===== config.mk =====
export PLATFORM = sky130hd
export DESIGN_NAME = modem_status_tracker
export DESIGN_NICKNAME = d
export VERILOG_FILES = /design/src/rtl/mst_pkg.sv /design/src/rtl/mst_ctrl_reg.sv /design/src/rtl/mst_line_cell.sv /design/src/rtl/mst_status_pack.sv /design/src/rtl/modem_status_tracker.sv
export SDC_FILE = /design/constraint.sdc
export NUM_CORES = 1
export LEC_CHECK = 0
export ABC_AREA = 0
export BUFFER_PORTS_ARGS = -buffer_cell sky130_fd_sc_hd__buf_4
export CORE_UTILIZATION = 52
export DETAILED_ROUTE_END_ITERATION = 8
export PLACE_DENSITY = 0.84
export SETUP_SLACK_MARGIN = 0.3
export SLEW_MARGIN = 20
export SYNTH_ARGS = -nofsm -noshare
export SYNTH_HDL_FRONTEND = slang
export SYNTH_HIERARCHICAL = 1
export SYNTH_SLANG_ARGS = --single-unit

===== constraint.sdc =====
create_clock -name clk -period 4.4 [get_ports clk]
set_input_delay 0.88 -clock clk [delete_from_list [all_inputs] [get_ports clk]]
set_output_delay 0.88 -clock clk [all_outputs]
set_load 0.02 [all_outputs]

===== src/rtl/mst_pkg.sv =====
`timescale 1ns/1ps
package mst_pkg;

    localparam int unsigned MST_LINES_DEF = 8;

    typedef enum logic {
        SEL_CTRL = 1'b0,
        SEL_STAT = 1'b1
    } reg_sel_e;

    typedef struct packed {
        logic ring;
        logic car;
        logic conn;
    } line_state_t;

    // line is hung up when its ready bit falls while connected
    function automatic logic ready_fell(input logic was_rdy, input logic now_rdy);
        return was_rdy & ~now_rdy;
    endfunction

    // arrival is accepted only on an idle line with no leave pending
    function automatic logic fresh_arrival(input logic evt, input logic connected,
                                           input logic leaving);
        return evt & ~connected & ~leaving;
    endfunction

endpackage


===== src/rtl/mst_ctrl_reg.sv =====
`timescale 1ns/1ps
module mst_ctrl_reg
    import mst_pkg::*;
#(
    parameter int unsigned NLINES = MST_LINES_DEF,
    localparam int unsigned WORD_W = 2 * NLINES
) (
    input  logic              clk,
    input  logic              rst,
    input  logic              full_init,
    input  logic              wr_en,
    input  logic              wr_sel,
    input  logic [WORD_W-1:0] wr_data,
    output logic [WORD_W-1:0] ctl_q,
    output logic              rdy_wr,
    output logic [NLINES-1:0] rdy_old,
    output logic [NLINES-1:0] rdy_eff
);

    reg_sel_e sel;

    always_comb begin
        sel     = reg_sel_e'(wr_sel);
        rdy_wr  = wr_en && (sel == SEL_CTRL);
        rdy_old = ctl_q[WORD_W-1:NLINES];
        rdy_eff = rdy_wr ? wr_data[WORD_W-1:NLINES] : rdy_old;
    end

    always_ff @(posedge clk) begin
        if (rst || full_init) begin
            ctl_q <= '0;
        end else if (rdy_wr) begin
            ctl_q <= wr_data;
        end
    end

endmodule


===== src/rtl/mst_line_cell.sv =====
`timescale 1ns/1ps
module mst_line_cell
    import mst_pkg::*;
(
    input  logic        clk,
    input  logic        rst,
    input  logic        full_init,
    input  logic        mdm_en,
    input  logic        auto_en,
    input  logic        rdy_wr,
    input  logic        rdy_old,
    input  logic        rdy_eff,
    input  logic        conn_evt,
    input  logic        disc_evt,
    output line_state_t st_q,
    output logic        hangup_q
);

    line_state_t nxt;
    logic        drop;
    logic        fresh;
    logic        answer;
    logic        ring_t;
    logic        car_t;

    always_comb begin
        drop   = rdy_wr & mdm_en & auto_en & st_q.conn & ready_fell(rdy_old, rdy_eff);
        fresh  = fresh_arrival(conn_evt, st_q.conn, disc_evt);
        answer = rdy_wr & rdy_eff;

        nxt.conn = (st_q.conn & ~drop & ~disc_evt) | fresh;

        ring_t = st_q.ring;
        car_t  = st_q.car;
        if (mdm_en) begin
            car_t  = st_q.car | (answer & st_q.ring);
            ring_t = st_q.ring & ~answer;
            if (fresh) begin
                if (rdy_eff) begin
                    car_t = 1'b1;
                end else begin
                    ring_t = 1'b1;
                end
            end
            car_t = car_t & nxt.conn;
        end
        nxt.ring = ring_t;
        nxt.car  = car_t;
    end

    always_ff @(posedge clk) begin
        if (rst || full_init) begin
            st_q     <= '0;
            hangup_q <= 1'b0;
        end else begin
            st_q     <= nxt;
            hangup_q <= drop;
        end
    end

endmodule


===== src/rtl/mst_status_pack.sv =====
`timescale 1ns/1ps
module mst_status_pack
    import mst_pkg::*;
#(
    parameter int unsigned NLINES = MST_LINES_DEF,
    localparam int unsigned WORD_W = 2 * NLINES
) (
    input  line_state_t [NLINES-1:0] lines,
    output logic [WORD_W-1:0]        status,
    output logic [NLINES-1:0]        conn
);

    for (genvar g = 0; g < NLINES; g++) begin : g_pack
        assign status[g]          = lines[g].ring;
        assign status[NLINES + g] = lines[g].car;
        assign conn[g]            = lines[g].conn;
    end

endmodule


===== src/rtl/modem_status_tracker.sv =====
`timescale 1ns/1ps
module modem_status_tracker
    import mst_pkg::*;
#(
    parameter int unsigned NLINES = MST_LINES_DEF,
    localparam int unsigned WORD_W = 2 * NLINES
) (
    input  logic              clk,
    input  logic              rst,
    input  logic              full_init,
    input  logic              mdm_en,
    input  logic              auto_disc_en,
    input  logic              wr_en,
    input  logic              wr_sel,
    input  logic [WORD_W-1:0] wr_data,
    input  logic [NLINES-1:0] conn_evt,
    input  logic [NLINES-1:0] disc_evt,
    output logic [WORD_W-1:0] ctl_q,
    output logic [WORD_W-1:0] status_q,
    output logic [NLINES-1:0] conn_q,
    output logic [NLINES-1:0] hangup
);

    logic                     rdy_wr;
    logic [NLINES-1:0]        rdy_old;
    logic [NLINES-1:0]        rdy_eff;
    line_state_t [NLINES-1:0] lines;

    mst_ctrl_reg #(.NLINES(NLINES)) i_ctrl (
        .clk       (clk),
        .rst       (rst),
        .full_init (full_init),
        .wr_en     (wr_en),
        .wr_sel    (wr_sel),
        .wr_data   (wr_data),
        .ctl_q     (ctl_q),
        .rdy_wr    (rdy_wr),
        .rdy_old   (rdy_old),
        .rdy_eff   (rdy_eff)
    );

    for (genvar g = 0; g < NLINES; g++) begin : g_line
        mst_line_cell i_cell (
            .clk       (clk),
            .rst       (rst),
            .full_init (full_init),
            .mdm_en    (mdm_en),
            .auto_en   (auto_disc_en),
            .rdy_wr    (rdy_wr),
            .rdy_old   (rdy_old[g]),
            .rdy_eff   (rdy_eff[g]),
            .conn_evt  (conn_evt[g]),
            .disc_evt  (disc_evt[g]),
            .st_q      (lines[g]),
            .hangup_q  (hangup[g])
        );
    end

    mst_status_pack #(.NLINES(NLINES)) i_pack (
        .lines  (lines),
        .status (status_q),
        .conn   (conn_q)
    );

endmodule


==> flow_summary.html, run 1 <==
<table>
<tr><th>Metric</th><th>Value</th></tr>
<tr><th colspan="2">Routing</th></tr>
<tr><td>Detailed Route Iter0 Violations</td><td>between 100 and 150</td></tr>
<tr><td>WL final</td><td>just over 5000 um</td></tr>
<tr><td>WL/cell</td><td>roughly 15 um</td></tr>
<tr><td>Antenna Violating Nets Remaining</td><td>0</td></tr>
<tr><td>Number of remaining DRC errors</td><td>0</td></tr>
<tr><td>Routed vias</td><td>between 2000 and 2500</td></tr>
<tr><td>Vias per cell</td><td>5.91</td></tr>
<tr><td>Total iterations of the first detailed-routing run</td><td>4</td></tr>
<tr><th colspan="2">Global routing</th></tr>
<tr><td>Overall global routing resource usage</td><td>~22%</td></tr>
<tr><td>GR Overflow Total</td><td>0</td></tr>
<tr><td>Pin count of the biggest net entering global routing</td><td>41</td></tr>
<tr><td>Vias in the first global route</td><td>approximately 1700</td></tr>
<tr><td>Number of antenna violations at the first check in global routing</td><td>0</td></tr>
<tr><td>Global-route wire length before repair</td><td>7610 um</td></tr>
<tr><th colspan="2">Die</th></tr>
<tr><td>Placeable core area</td><td>about 0.004 sq mm</td></tr>
<tr><td>Starting Density</td><td>55.6%</td></tr>
<tr><td>Placement Rows</td><td>23</td></tr>
<tr><td>Width of the die</td><td>about 70 um</td></tr>
<tr><td>Number of top-level design ports</td><td>just under 90</td></tr>
<tr><td>Total Die Area</td><td>0.00464 sq mm</td></tr>
<tr><td>Overall die height</td><td>slightly below 70 um</td></tr>
<tr><th colspan="2">Hold path</th></tr>
<tr><td>Hold Path Class</td><td>reg2reg</td></tr>
<tr><td>Hold Path Depth</td><td>2</td></tr>
<tr><td>HP Start</td><td>i_ctrl/ctl_q[5]</td></tr>
<tr><th colspan="2">Power</th></tr>
<tr><td>Static Leakage</td><td>between 1 and 1.5 nW</td></tr>
<tr><td>Highest ir drop seen on vdd</td><td>between 0.2 and 0.25 mV</td></tr>
<tr><td>Pwr dens</td><td>about 300 mW/mm^2</td></tr>
<tr><th colspan="2">STA</th></tr>
<tr><td>Final-layout setup total negative slack</td><td>0 ns</td></tr>
<tr><td>Achievable clock frequency</td><td>roughly 470 MHz</td></tr>
<tr><td>Number of endpoints with negative hold slack in the final report</td><td>0</td></tr>
<tr><td>Number of setup violations in the final report</td><td>0</td></tr>
<tr><td>Setup repair after global routing missed its margin</td><td>no</td></tr>
<tr><td>Worst slack on hold paths</td><td>0.461 ns</td></tr>
<tr><td>Final setup skew</td><td>between 0.008 and 0.009 ns</td></tr>
<tr><td>Transition time at the pin with the least slew margin</td><td>approximately 0.66 ns</td></tr>
<tr><td>Max-slew violation count</td><td>0</td></tr>
<tr><td>Crit path time final</td><td>roughly 2.1 ns</td></tr>
<tr><td>Slew margin rel.</td><td>56.3%</td></tr>
<tr><td>Share of the clock period used by the worst path</td><td>48.0%</td></tr>
<tr><th colspan="2">Worst setup path</th></tr>
<tr><td>Startpoint of the worst-slack reg-to-reg timing path</td><td>i_ctrl/ctl_q[12]</td></tr>
<tr><td>Maximum fanout along the worst path</td><td>32</td></tr>
<tr><td>Crit end category</td><td>flop</td></tr>
<tr><td>Crit path DAT</td><td>about 2.3 ns</td></tr>
<tr><td>Critical Path Source</td><td>wr_sel</td></tr>
<tr><td>Worst endpoint required time</td><td>about 4.6 ns</td></tr>
<tr><td>R2r worst-path depth</td><td>4</td></tr>
<tr><td>Kind of critical path</td><td>in2reg</td></tr>
<tr><td>Startpoint types</td><td>input pin</td></tr>
<tr><th colspan="2">Final layout</th></tr>
<tr><td>Antenna cell count</td><td>0</td></tr>
<tr><td>Final Net Count</td><td>327</td></tr>
<tr><td>Filler instances</td><td>roughly 350</td></tr>
<tr><td>Area added between synthesis and finish</td><td>22.8%</td></tr>
<tr><td>Layout cell share with drive strength beyond 1</td><td>around 39%</td></tr>
<tr><th colspan="2">Clock tree</th></tr>
<tr><td>Hold bufs inserted after CTS</td><td>0</td></tr>
<tr><td>Total CTS buffers</td><td>5</td></tr>
<tr><td>CTS tree</td><td>done</td></tr>
<tr><td>Clock latency of the later-clocked register in the worst-skew pair</td><td>~0.30 ns</td></tr>
<tr><td>H-Tree Depth</td><td>2</td></tr>
<tr><td>Number of sinks handled by clock tree synthesis</td><td>48</td></tr>
<tr><td>Clock Tree Buf Depth</td><td>2</td></tr>
<tr><td>Clock-pin slew on the worst setup and hold paths</td><td>0.09 ns</td></tr>
<tr><td>CTS-repair resized insts</td><td>0</td></tr>
<tr><td>Clock tree root driver cell</td><td>sky130_fd_sc_hd__clkbuf_8</td></tr>
<tr><td>Post-CTS Repair Setup Buffers</td><td>0</td></tr>
<tr><th colspan="2">Synthesis</th></tr>
<tr><td>Post-synth top area cell</td><td>sky130_fd_sc_hd__dfxtp_1</td></tr>
<tr><td>Synth top area share</td><td>42.3%</td></tr>
<tr><td>Post-Synthesis Mean Instance Area</td><td>~9.8 sq um</td></tr>
<tr><td>Unique masters post-synth</td><td>22</td></tr>
<tr><td>Yosys Warn Count</td><td>6</td></tr>
<tr><td>Flops &amp; latches, synth</td><td>between 40 and 50</td></tr>
<tr><td>Seq/Total Area, Yosys</td><td>between 40% and 50%</td></tr>
<tr><td>Cell count after synthesis</td><td>roughly 230</td></tr>
<tr><td>Netlist area before placement</td><td>0.00227 sq mm</td></tr>
<tr><td>Top area cells in the synthesized netlist</td><td>sky130_fd_sc_hd__dfxtp_1, sky130_fd_sc_hd__buf_4, sky130_fd_sc_hd__a2111oi_2</td></tr>
<tr><td>Post-synth net total</td><td>270</td></tr>
<tr><th colspan="2">Place</th></tr>
<tr><td>Detailed placer's ending HPWL</td><td>3510 um</td></tr>
<tr><td>PortBufs</td><td>86</td></tr>
<tr><td>RD Place Congestion</td><td>approximately 0.85</td></tr>
<tr><th colspan="2">Run status</th></tr>
<tr><td>Result of the run</td><td>complete, no violations</td></tr>
<tr><th colspan="2">Flow run</th></tr>
<tr><td>Max-cap viol count</td><td>0</td></tr>
</table>
==> cells by family after synthesis <==
logic type	Yosys count	share of synthesized area (%)
AND/OR/NAND/NOR	74	17.5
multiplexers	8	4.13
flip-flops	48	42.3
AO/OA/AOI/OAI	64	22.9
buffers and inverters	37	13.2
==> critical path: stages <==
cell and delay (ns):
sky130_fd_sc_hd__buf_4 0.11, sky130_fd_sc_hd__nand2b_4 0.19, sky130_fd_sc_hd__inv_8 0.19, sky130_fd_sc_hd__mux2_2 0.40
sky130_fd_sc_hd__nand4b_1 0.20, sky130_fd_sc_hd__o22ai_1 0.20, sky130_fd_sc_hd__a211oi_1 0.10
==> power breakdown <==
part	internal, mW	total, mW	switching, mW
combinational	0.0524	0.118	0.0655
clock	0.127	0.273	0.146
sequential	0.441	0.447	0.00616
==> synth_stat cells, drive strengths merged <==
master	number
a31oi	8
o22ai	8
nand4b	8
a221oi	8
buf	34
a2111oi	8
a211oi	8
a21oi	16
nand2b	1
nor2b	8
nor2	8
mux2	8
inv	1
dfxtp	48
nor4	16
or2	1
nand2	32
a2111o	8
clkbuf	2
==> layout make-up <==
class / count / area, sq um / area share, %
Multi-Input combinational cell: 146 / 1010 / 36.3
Sequential cell: 48 / 961 / 34.4
Timing Repair Buffer: 86 / 646 / 23.1
Clock buffer: 6 / 82.6 / 2.96
Tap cell: 50 / 62.6 / 2.24
Clock inverter: 2 / 15.0 / 0.538
Inverter: 1 / 11.3 / 0.404
==> path summary, 6_finish.rpt <==
check	to	slack (ns)
max reg2reg	g_line[4].i_cell/st_q[1]	3.13
min reg2reg	i_ctrl/ctl_q[5]	0.46
min	i_ctrl/ctl_q[5]	0.46
max	g_line[4].i_cell/st_q[1]	2.29
==> state kept, by name (all words and copies together), names as in the netlist <==
register,cells
i_ctrl/ctl_q,16
g_line.i_cell/hangup_q,8
g_line.i_cell/st_q,24
==> layer usage <==
layer | track usage, % | vias up | routed length, um
met5 | 0 | - | 0
met4 | 8.85 | 0 | 92
met3 | 8.33 | 9 | 440
met2 | 33.9 | 94 | 2410
met1 | 27.6 | 919 | 2090
li1 | - | 981 | -
==> layout by cell type (no fill, tap or decap), drive strengths merged, types with 6 or more instances in the layout <==
| cell type | instances |
|---|---|
| a2111o | 8 |
| a2111oi | 8 |
| a211oi | 8 |
| a21oi | 16 |
| a221oi | 8 |
| a31oi | 8 |
| buf | 86 |
| clkbuf | 6 |
| dfxtp | 48 |
| mux2 | 8 |
| nand2 | 32 |
| nand4b | 8 |
| nor2 | 8 |
| nor2b | 8 |
| nor4 | 16 |
| o22ai | 8 |
==> through the flow <==
| step | cells | worst slack, ns | utilization, % | power [mW] | area, sq um |
|---|---|---|---|---|---|
| after floorplan | 231 | 2.19 | - | 0.521 | 2270 |
| after global placement | 331 | 2.01 | 65.9 | 0.573 | 2690 |
| after detailed placement | 331 | 1.99 | 65.9 | 0.575 | 2690 |
| after CTS | 339 | 2.31 | 68.3 | 0.845 | 2790 |
| after global routing | 339 | 2.18 | 68.3 | 0.877 | 2790 |
| final | 339 | 2.29 | 68.3 | 0.839 | 2790 |
Note: power is estimated with default switching activity, not from simulation.
==> run 2, diff against run 1 <==
ABC_AREA = 1   (was 0)
CORE_UTILIZATION = 51   (was 52)
PLACE_DENSITY = 0.8   (was 0.84)
clock period = 2.15 ns   (was 4.4 ns; I/O delays follow)
==> run 2 against run 1 <==
Sequential power grew 110%. Via count rose by 28%. Cell area rose by 20%. Highest routed layer unchanged. Critical path depth is 3 higher. Critical endpoint is now g_line[2].i_cell/st_q[0]. First-iteration DRC count fell by 36%. Clock power is 110% higher.
==> flow_summary.html, run 2 <==
<table>
<tr><th>Metric</th><th>Value</th></tr>
<tr><th colspan="2">Run status</th></tr>
<tr><td>Result of the run</td><td>complete, no violations</td></tr>
<tr><th colspan="2">Worst setup path</th></tr>
<tr><td>Peak per-stage delay on the critical path</td><td>0.24 ns (-0.16 ns)</td></tr>
<tr><td>CP max-delay cell</td><td>sky130_fd_sc_hd__nand2_1</td></tr>
<tr><td>Worst setup slack for register-to-register paths</td><td>1.03 ns (-2.10 ns)</td></tr>
<tr><td>Crit end category</td><td>flop</td></tr>
<tr><td>Cell-by-cell trace of the critical path</td><td>buf_4 -&gt; inv_2 -&gt; nand2_1 -&gt; nand2_1 -&gt; nand2_1 -&gt; inv_1 -&gt; nor2_1 -&gt; nand2_1 -&gt; nand2_2 -&gt; a21oi_1</td></tr>
<tr><td>Startpoint of the worst-slack reg-to-reg timing path</td><td>i_ctrl/ctl_q[10]</td></tr>
<tr><td>Critical Path Source</td><td>wr_sel</td></tr>
<tr><td>Startpoint types</td><td>input pin</td></tr>
<tr><td>Worst endpoint required time</td><td>2.38 ns (-2.20 ns)</td></tr>
<tr><td>Maximum fanout along the worst path</td><td>17 (-47%)</td></tr>
<tr><td>R2r worst-path depth</td><td>10 (+6)</td></tr>
<tr><td>Crit path DAT</td><td>1.66 ns (-0.63 ns)</td></tr>
<tr><td>Kind of critical path</td><td>in2reg</td></tr>
<tr><td>Endpoint of the most critical setup path</td><td>g_line[2].i_cell/st_q[0]</td></tr>
<tr><td>End of the worst register-to-register path</td><td>g_line[2].i_cell/st_q[1]</td></tr>
<tr><td>Cell type with the highest occurrence count on the critical path</td><td>sky130_fd_sc_hd__nand2_1</td></tr>
<tr><th colspan="2">Global routing</th></tr>
<tr><td>GR Overflow Total</td><td>0 (unchanged)</td></tr>
<tr><td>Vias in the first global route</td><td>2246 (+31%)</td></tr>
<tr><td>Global-route wire length before repair</td><td>9450 um (+24%)</td></tr>
<tr><td>Pin count of the biggest net entering global routing</td><td>33 (-20%)</td></tr>
<tr><td>Overall global routing resource usage</td><td>21.9% (-0.22 points)</td></tr>
<tr><td>Number of antenna violations at the first check in global routing</td><td>0 (unchanged)</td></tr>
<tr><th colspan="2">Die</th></tr>
<tr><td>Placeable core area</td><td>0.00517 sq mm (+27%)</td></tr>
<tr><td>Overall die height</td><td>75.7 um (+11%)</td></tr>
<tr><td>Placement Rows</td><td>26 (+13%)</td></tr>
<tr><td>Total Die Area</td><td>0.00573 sq mm (+23%)</td></tr>
<tr><td>Starting Density</td><td>53.5% (-2.1 points)</td></tr>
<tr><td>Width of the die</td><td>75.7 um (+11%)</td></tr>
<tr><td>Number of top-level design ports</td><td>87 (unchanged)</td></tr>
<tr><th colspan="2">Synthesis</th></tr>
<tr><td>Unique masters post-synth</td><td>14 (-36%)</td></tr>
<tr><td>Post-synth top area cell</td><td>sky130_fd_sc_hd__dfxtp_1</td></tr>
<tr><td>Commonest register cell after synthesis</td><td>sky130_fd_sc_hd__dfxtp_1</td></tr>
<tr><td>Seq/Total Area, Yosys</td><td>34.7% (-7.6 points)</td></tr>
<tr><td>Number of enable flip-flop cells after synthesis</td><td>0 (unchanged)</td></tr>
<tr><td>Most common library cells after synthesis</td><td>sky130_fd_sc_hd__nand2_1, sky130_fd_sc_hd__inv_1, sky130_fd_sc_hd__nor2_1, sky130_fd_sc_hd__dfxtp_1, sky130_fd_sc_hd__buf_4</td></tr>
<tr><td>Netlist area before placement</td><td>0.00277 sq mm (+22%)</td></tr>
<tr><td>Cell count after synthesis</td><td>433 (+87%)</td></tr>
<tr><td>Yosys Warn Count</td><td>6 (unchanged)</td></tr>
<tr><td>Share of synthesized registers carrying an async set or reset</td><td>0% (unchanged)</td></tr>
<tr><td>Library cell with the highest instance count after synthesis</td><td>sky130_fd_sc_hd__nand2_1</td></tr>
<tr><td>Post-synth net total</td><td>472 (+75%)</td></tr>
<tr><td>Post-Synthesis Mean Instance Area</td><td>6.39 sq um (-35%)</td></tr>
<tr><td>Top area cells in the synthesized netlist</td><td>sky130_fd_sc_hd__dfxtp_1, sky130_fd_sc_hd__nand2_1, sky130_fd_sc_hd__inv_1</td></tr>
<tr><td>Flops &amp; latches, synth</td><td>48 (unchanged)</td></tr>
<tr><td>Synth top area share</td><td>34.7% (-7.6 points)</td></tr>
<tr><th colspan="2">Clock tree</th></tr>
<tr><td>Clock Tree Buf Depth</td><td>2 (unchanged)</td></tr>
<tr><td>Post-CTS Repair Setup Buffers</td><td>0 (unchanged)</td></tr>
<tr><td>H-Tree Depth</td><td>2 (unchanged)</td></tr>
<tr><td>CTS tree</td><td>done</td></tr>
<tr><td>Number of sinks handled by clock tree synthesis</td><td>48 (unchanged)</td></tr>
<tr><td>Hold bufs inserted after CTS</td><td>0 (unchanged)</td></tr>
<tr><td>CTS-repair resized insts</td><td>0 (unchanged)</td></tr>
<tr><td>Clock-pin slew on the worst setup and hold paths</td><td>0.09 ns (about the same)</td></tr>
<tr><td>Clock tree root driver cell</td><td>sky130_fd_sc_hd__clkbuf_8</td></tr>
<tr><td>Clock latency of the later-clocked register in the worst-skew pair</td><td>0.30 ns (about the same)</td></tr>
<tr><td>Total CTS buffers</td><td>5 (unchanged)</td></tr>
<tr><th colspan="2">Final layout</th></tr>
<tr><td>Leading cell type in the layout, fill and taps excluded</td><td>sky130_fd_sc_hd__nand2_1</td></tr>
<tr><td>Registers with the most flip-flops</td><td>g_line.i_cell/st_q x24, i_ctrl/ctl_q x16, g_line.i_cell/hangup_q x8</td></tr>
<tr><td>Most flops, register</td><td>g_line.i_cell/st_q</td></tr>
<tr><td>Area added between synthesis and finish</td><td>21.2%</td></tr>
<tr><td>Flip-flop count of the largest register, all copies and words added</td><td>24 (unchanged)</td></tr>
<tr><td>Filler instances</td><td>463 (+34%)</td></tr>
<tr><td>Layout cell share with drive strength beyond 1</td><td>32.9% (-6.2 points)</td></tr>
<tr><td>Most frequent cells in the layout</td><td>sky130_fd_sc_hd__nand2_1, sky130_fd_sc_hd__buf_4, sky130_fd_sc_hd__inv_1</td></tr>
<tr><td>Antenna cell count</td><td>0 (unchanged)</td></tr>
<tr><td>Final Net Count</td><td>532 (+63%)</td></tr>
<tr><th colspan="2">STA</th></tr>
<tr><td>Share of the clock period used by the worst path</td><td>~67%</td></tr>
<tr><td>Max-slew violation count</td><td>0 (unchanged)</td></tr>
<tr><td>Final-layout setup total negative slack</td><td>0 ns (unchanged)</td></tr>
<tr><td>Crit path time final</td><td>1.43 ns</td></tr>
<tr><td>Achievable clock frequency</td><td>about 700 MHz</td></tr>
<tr><td>Transition time at the pin with the least slew margin</td><td>0.385 ns (-0.271 ns)</td></tr>
<tr><td>Slew margin rel.</td><td>74.4% (+18 points)</td></tr>
<tr><td>Number of setup violations in the final report</td><td>0 (unchanged)</td></tr>
<tr><td>Number of endpoints with negative hold slack in the final report</td><td>0 (unchanged)</td></tr>
<tr><td>Final setup skew</td><td>0.00557 ns (-0.00291 ns)</td></tr>
<tr><td>Setup repair after global routing missed its margin</td><td>no</td></tr>
<tr><th colspan="2">Routing</th></tr>
<tr><td>WL/cell</td><td>10.4 um (-30%)</td></tr>
<tr><td>Antenna Violating Nets Remaining</td><td>0 (unchanged)</td></tr>
<tr><td>Routed vias</td><td>2565 (+28%)</td></tr>
<tr><td>Vias per cell</td><td>4.56 (-23%)</td></tr>
<tr><td>Number of remaining DRC errors</td><td>0 (unchanged)</td></tr>
<tr><td>Total iterations of the first detailed-routing run</td><td>4 (unchanged)</td></tr>
<tr><td>Detailed Route Iter0 Violations</td><td>72 (-36%)</td></tr>
<tr><td>WL final</td><td>5850 um (+16%)</td></tr>
<tr><th colspan="2">Power</th></tr>
<tr><td>Static Leakage</td><td>1.73 nW (+64%)</td></tr>
<tr><td>Power after layout</td><td>1.83 mW (+120%)</td></tr>
<tr><td>Highest ir drop seen on vdd</td><td>0.327 mV (+42%)</td></tr>
<tr><td>Pwr dens</td><td>544 mW/mm^2 (+81%)</td></tr>
<tr><th colspan="2">Place</th></tr>
<tr><td>PortBufs</td><td>86 (unchanged)</td></tr>
<tr><td>Detailed placer's ending HPWL</td><td>4410 um (+26%)</td></tr>
<tr><td>RD Place Congestion</td><td>0.845 (-0.14%)</td></tr>
<tr><th colspan="2">Hold path</th></tr>
<tr><td>Hold Path Class</td><td>in2reg</td></tr>
<tr><th colspan="2">Flow run</th></tr>
<tr><td>Max-cap viol count</td><td>0 (unchanged)</td></tr>
</table>
## run 2: worst max-delay path, delay by kind of cell
family | cells | cell delay (ns)
AND/OR/NAND/NOR | 6 | 0.64
buffers and inverters | 3 | 0.43
AO/OA/AOI/OAI | 1 | 0.16
## run 2: final cells by class
class                      count  area, sq um  share of cell area (%)
multi-input combinational    259         1210                    36.0
sequential                    48          961                    28.6
timing repair buffer          88          661                    19.7
inverter                      91          342                    10.2
clock buffer                   7         96.3                    2.87
tap                           70         87.6                    2.61
## run 2: worst min-delay path by stage
stage	startpoint	end	depth (start not counted)	slack (ns)
after floorplan	g_line[0].i_cell/st_q[2]	g_line[0].i_cell/st_q[2]	2	0.47
after global placement	i_ctrl/ctl_q[6]	i_ctrl/ctl_q[6]	2	0.47
after detailed placement	i_ctrl/ctl_q[6]	i_ctrl/ctl_q[6]	2	0.48
after CTS	disc_evt[6]	g_line[6].i_cell/st_q[2]	4	0.39
after global routing	disc_evt[7]	g_line[7].i_cell/st_q[2]	4	0.40
final	disc_evt[7]	g_line[7].i_cell/st_q[2]	4	0.40
## run 2: power breakdown
group	switching (mW)	internal [mW]
combinational	0.192	0.130
sequential	0.0155	0.907
clock	0.295	0.287
## run 2: layer usage
layer / vias to the layer above / global-route usage, % / part of all wire (%)
met5: - / 0 / 0
met4: 0 / 7.20 / 1.1
met3: 7 / 6.61 / 8.1
met2: 78 / 37.9 / 46
met1: 1118 / 25.8 / 45
li1: 1362 / - / -
## run 2: kinds of logic after synthesis
kind of cell           count (synthesis)  share of synthesized area (%)
AO/OA/AOI/OAI                         24                           4.34
flip-flops                            48                           34.7
AND/OR/NAND/NOR                      235                           39.3
buffers and inverters                126                           21.7
## run 2: metrics by stage
stage / worst slack, ns / hold slack, ns / instance area [sq um] / std cells / utilization [%]
4_1_cts: 0.711 / 0.393 / 3350 / 563 / 64.9
3_5_place_dp: 0.392 / 0.478 / 3260 / 556 / 63.0
2_1_floorplan: 0.335 / 0.470 / 2770 / 433 / -
3_3_place_gp: 0.452 / 0.466 / 3260 / 556 / 63.0
5_1_grt: 0.543 / 0.399 / 3350 / 563 / 64.9
6_report: 0.716 / 0.398 / 3350 / 563 / 64.9
==> run 3, diff against run 2 <==
ABC_AREA = 0   (was 1)
CORE_UTILIZATION = 49   (was 51)
clock period = 1.4 ns   (was 2.15 ns; I/O delays follow)
==> run 3 against run 2 <==
Worst setup slack worse by 0.66 ns. Clock power is 44% higher. Clock skew is 0.0039 ns lower. Clock-buffer cell count is 1 higher. Sequential power is 52% higher. Critical path depth is 5 lower. Sequential share of layout area is 2.0 points higher. Core utilization is 9.7 points higher. Register-to-register slack worse by 0.98 ns. Cell area is 1.9% lower. Global-route usage is 2.2 points higher.
==> flow_summary.html, run 3 (same netlist as run 1, synthesis figures left out) <==
<table>
<tr><th>Metric</th><th>Value</th></tr>
<tr><th colspan="2">Final layout</th></tr>
<tr><td>Flip-flop count of the largest register, all copies and words added</td><td>24 (unchanged)</td></tr>
<tr><td>Antenna cell count</td><td>0 (unchanged)</td></tr>
<tr><td>Filler instances</td><td>331 (-29%)</td></tr>
<tr><td>Final Net Count</td><td>361 (-32%)</td></tr>
<tr><td>Most frequent cells in the layout</td><td>sky130_fd_sc_hd__buf_4, sky130_fd_sc_hd__nand2_1, sky130_fd_sc_hd__dfxtp_2</td></tr>
<tr><td>Final design area excluding fillers</td><td>0.00329 sq mm (-1.9%)</td></tr>
<tr><td>Registers with the most flip-flops</td><td>g_line.i_cell/st_q x24, i_ctrl/ctl_q x16, g_line.i_cell/hangup_q x8</td></tr>
<tr><td>Layout cell share with drive strength beyond 1</td><td>61.0% (+28 points)</td></tr>
<tr><td>Most flops, register</td><td>g_line.i_cell/st_q</td></tr>
<tr><td>Area added between synthesis and finish</td><td>44.8%</td></tr>
<tr><td>Leading cell type in the layout, fill and taps excluded</td><td>sky130_fd_sc_hd__buf_4</td></tr>
<tr><th colspan="2">Place</th></tr>
<tr><td>Placement-stage cell area</td><td>0.00283 sq mm (-13%)</td></tr>
<tr><td>RD Place Congestion</td><td>0.799 (-5.4%)</td></tr>
<tr><td>Detailed placer's ending HPWL</td><td>3800 um (-14%)</td></tr>
<tr><td>PortBufs</td><td>86 (unchanged)</td></tr>
<tr><th colspan="2">Power</th></tr>
<tr><td>Proportion of total power due to net switching</td><td>26.0% (-1.5 points)</td></tr>
<tr><td>Clock network fraction of total power</td><td>30.7% (-1.2 points)</td></tr>
<tr><td>Sequential fraction of design power</td><td>51.4% (+0.9 points)</td></tr>
<tr><td>Pwr dens</td><td>831 mW/mm^2 (+53%)</td></tr>
<tr><td>Power after layout</td><td>2.73 mW (+50%)</td></tr>
<tr><td>Gate power share</td><td>17.9% (+0.3 points)</td></tr>
<tr><td>Net switching power figure</td><td>0.712 mW (+42%)</td></tr>
<tr><td>Internal power</td><td>2.02 mW (+53%)</td></tr>
<tr><td>Static Leakage</td><td>1.28 nW (-26%)</td></tr>
<tr><td>Highest ir drop seen on vdd</td><td>0.615 mV (+88%)</td></tr>
<tr><th colspan="2">Die</th></tr>
<tr><td>Placeable core area</td><td>0.00441 sq mm (-15%)</td></tr>
<tr><td>Total Die Area</td><td>0.00491 sq mm (-14%)</td></tr>
<tr><td>Number of top-level design ports</td><td>87 (unchanged)</td></tr>
<tr><td>Width of the die</td><td>70.1 um (-7.4%)</td></tr>
<tr><td>Overall die height</td><td>70.1 um (-7.4%)</td></tr>
<tr><td>Placement Rows</td><td>24 (-7.7%)</td></tr>
<tr><td>Starting Density</td><td>51.5% (-2.0 points)</td></tr>
<tr><th colspan="2">Worst setup path</th></tr>
<tr><td>Startpoint types</td><td>flop</td></tr>
<tr><td>CP max-delay cell</td><td>sky130_fd_sc_hd__a2111o_1</td></tr>
<tr><td>Maximum fanout along the worst path</td><td>3 (-14)</td></tr>
<tr><td>Worst endpoint required time</td><td>1.60 ns (-0.78 ns)</td></tr>
<tr><td>Kind of cell adding the most delay to the critical path</td><td>compound AO/OA/AOI/OAI gates</td></tr>
<tr><td>Combined buffer and inverter count along the critical path</td><td>1 (-2)</td></tr>
<tr><td>Crit end category</td><td>flop</td></tr>
<tr><td>Peak per-stage delay on the critical path</td><td>0.39 ns (+0.15 ns)</td></tr>
<tr><td>Kind of critical path</td><td>reg2reg</td></tr>
<tr><td>Cell-by-cell trace of the critical path</td><td>mux2_4 -&gt; buf_6 -&gt; a21oi_2 -&gt; a2111o_1 -&gt; a211oi_2</td></tr>
<tr><td>Crit path DAT</td><td>1.54 ns (-0.12 ns)</td></tr>
<tr><th colspan="2">STA</th></tr>
<tr><td>Final-layout setup total negative slack</td><td>0 ns (unchanged)</td></tr>
<tr><td>Slew margin rel.</td><td>67.7% (-6.6 points)</td></tr>
<tr><td>Final setup skew</td><td>0.00172 ns (-0.00385 ns)</td></tr>
<tr><td>Max-slew violation count</td><td>0 (unchanged)</td></tr>
<tr><td>Worst slack on hold paths</td><td>0.147 ns (-0.251 ns)</td></tr>
<tr><td>Number of endpoints with negative hold slack in the final report</td><td>0 (unchanged)</td></tr>
<tr><td>Achievable clock frequency</td><td>roughly 740 MHz</td></tr>
<tr><td>Crit path time final</td><td>between 1 and 1.5 ns</td></tr>
<tr><td>Number of setup violations in the final report</td><td>0 (unchanged)</td></tr>
<tr><td>Share of the clock period used by the worst path</td><td>96.1%</td></tr>
<tr><td>Transition time at the pin with the least slew margin</td><td>0.484 ns (+0.0992 ns)</td></tr>
<tr><td>Setup repair after global routing missed its margin</td><td>yes</td></tr>
<tr><th colspan="2">Global routing</th></tr>
<tr><td>Number of antenna violations at the first check in global routing</td><td>0 (unchanged)</td></tr>
<tr><td>Global-route wire length before repair</td><td>9380 um (-0.66%)</td></tr>
<tr><td>Overall global routing resource usage</td><td>24.0% (+2.2 points)</td></tr>
<tr><td>Vias in the first global route</td><td>1986 (-12%)</td></tr>
<tr><td>GR Overflow Total</td><td>0 (unchanged)</td></tr>
<tr><td>Pin count of the biggest net entering global routing</td><td>41 (+24%)</td></tr>
<tr><th colspan="2">Routing</th></tr>
<tr><td>WL/cell</td><td>17.0 um (+63%)</td></tr>
<tr><td>Antenna Violating Nets Remaining</td><td>0 (unchanged)</td></tr>
<tr><td>Total iterations of the first detailed-routing run</td><td>4 (unchanged)</td></tr>
<tr><td>Vias per cell</td><td>5.86 (+29%)</td></tr>
<tr><td>Number of remaining DRC errors</td><td>0 (unchanged)</td></tr>
<tr><td>WL final</td><td>6370 um (+8.8%)</td></tr>
<tr><td>Routed vias</td><td>2197 (-14%)</td></tr>
<tr><td>Detailed Route Iter0 Violations</td><td>131 (+82%)</td></tr>
<tr><th colspan="2">Flow run</th></tr>
<tr><td>Max-cap viol count</td><td>0 (unchanged)</td></tr>
<tr><th colspan="2">Clock tree</th></tr>
<tr><td>Clock latency of the later-clocked register in the worst-skew pair</td><td>0.29 ns (about the same)</td></tr>
<tr><td>CTS tree</td><td>done</td></tr>
<tr><td>Clock Tree Buf Depth</td><td>2 (unchanged)</td></tr>
<tr><td>Clock tree root driver cell</td><td>sky130_fd_sc_hd__clkbuf_8</td></tr>
<tr><td>Hold bufs inserted after CTS</td><td>0 (unchanged)</td></tr>
<tr><td>Total CTS buffers</td><td>5 (unchanged)</td></tr>
<tr><td>Clock-pin slew on the worst setup and hold paths</td><td>0.08 ns (about the same)</td></tr>
<tr><td>H-Tree Depth</td><td>2 (unchanged)</td></tr>
<tr><td>Number of sinks handled by clock tree synthesis</td><td>48 (unchanged)</td></tr>
<tr><th colspan="2">Run status</th></tr>
<tr><td>Result of the run</td><td>complete, no violations</td></tr>
<tr><th colspan="2">Hold path</th></tr>
<tr><td>Hold Path Class</td><td>in2reg</td></tr>
</table>
==> run 3: final cells by class <==
type | instances | area [sq um] | share of cell area, %
tap | 52 | 65.1 | 1.98
timing repair buffer | 119 | 938 | 28.5
sequential | 48 | 1010 | 30.7
clock buffer | 8 | 90.1 | 2.74
multi-input combinational | 146 | 1160 | 35.4
inverter | 1 | 16.3 | 0.494
timing repair inverter | 1 | 6.26 | 0.190
==> run 3: what timing repair did <==
| item | CTS | global route |
|---|---|---|
| setup buffers | 4 | 11 |
| setup endpoints to repair | 58 | 54 |
| gates cloned | 1 | 0 |
| gates resized for setup | 41 | 32 |
| pin swaps | 6 | 11 |
==> run 3: power by group through the flow <==
stage               Clock, mW  Combinational [mW]  Sequential (mW)
floorplan                   0               0.190             1.45
global placement            0               0.405             1.44
detailed placement          0               0.410             1.44
CTS                     0.858               0.446             1.41
global route            0.903               0.519             1.41
finish                  0.840               0.489             1.40
==> run 3: through the flow <==
stage / std cells / util (%) / worst slack [ns]
final: 375 / 74.5 / 0.0542
after detailed placement: 351 / 64.1 / -0.282
after global placement: 351 / 64.1 / -0.222
after global routing: 375 / 74.5 / 0.00528
after CTS: 364 / 69.9 / 0.143
after floorplan: 231 / - / -0.209
==> run 3: metal layers <==
metal	part of all wire, %	GRT usage [%]	vias to the layer above
li1	-	-	1046
met1	40	29.3	1046
met2	51	41.1	96
met3	6.9	5.05	9
met4	1.5	9.56	0
met5	0	0	-
==> run 3: final timing paths <==
path                                       start                  endpoint  slack [ns]  depth (start not counted)
worst max register to register  i_ctrl/ctl_q[11]  g_line[3].i_cell/st_q[1]        0.05                          5
worst min-delay path                 disc_evt[2]  g_line[2].i_cell/st_q[0]        0.15                          2
worst min register to register   i_ctrl/ctl_q[7]           i_ctrl/ctl_q[7]        0.46                          2
worst max-delay path            i_ctrl/ctl_q[11]  g_line[3].i_cell/st_q[1]        0.05                          5
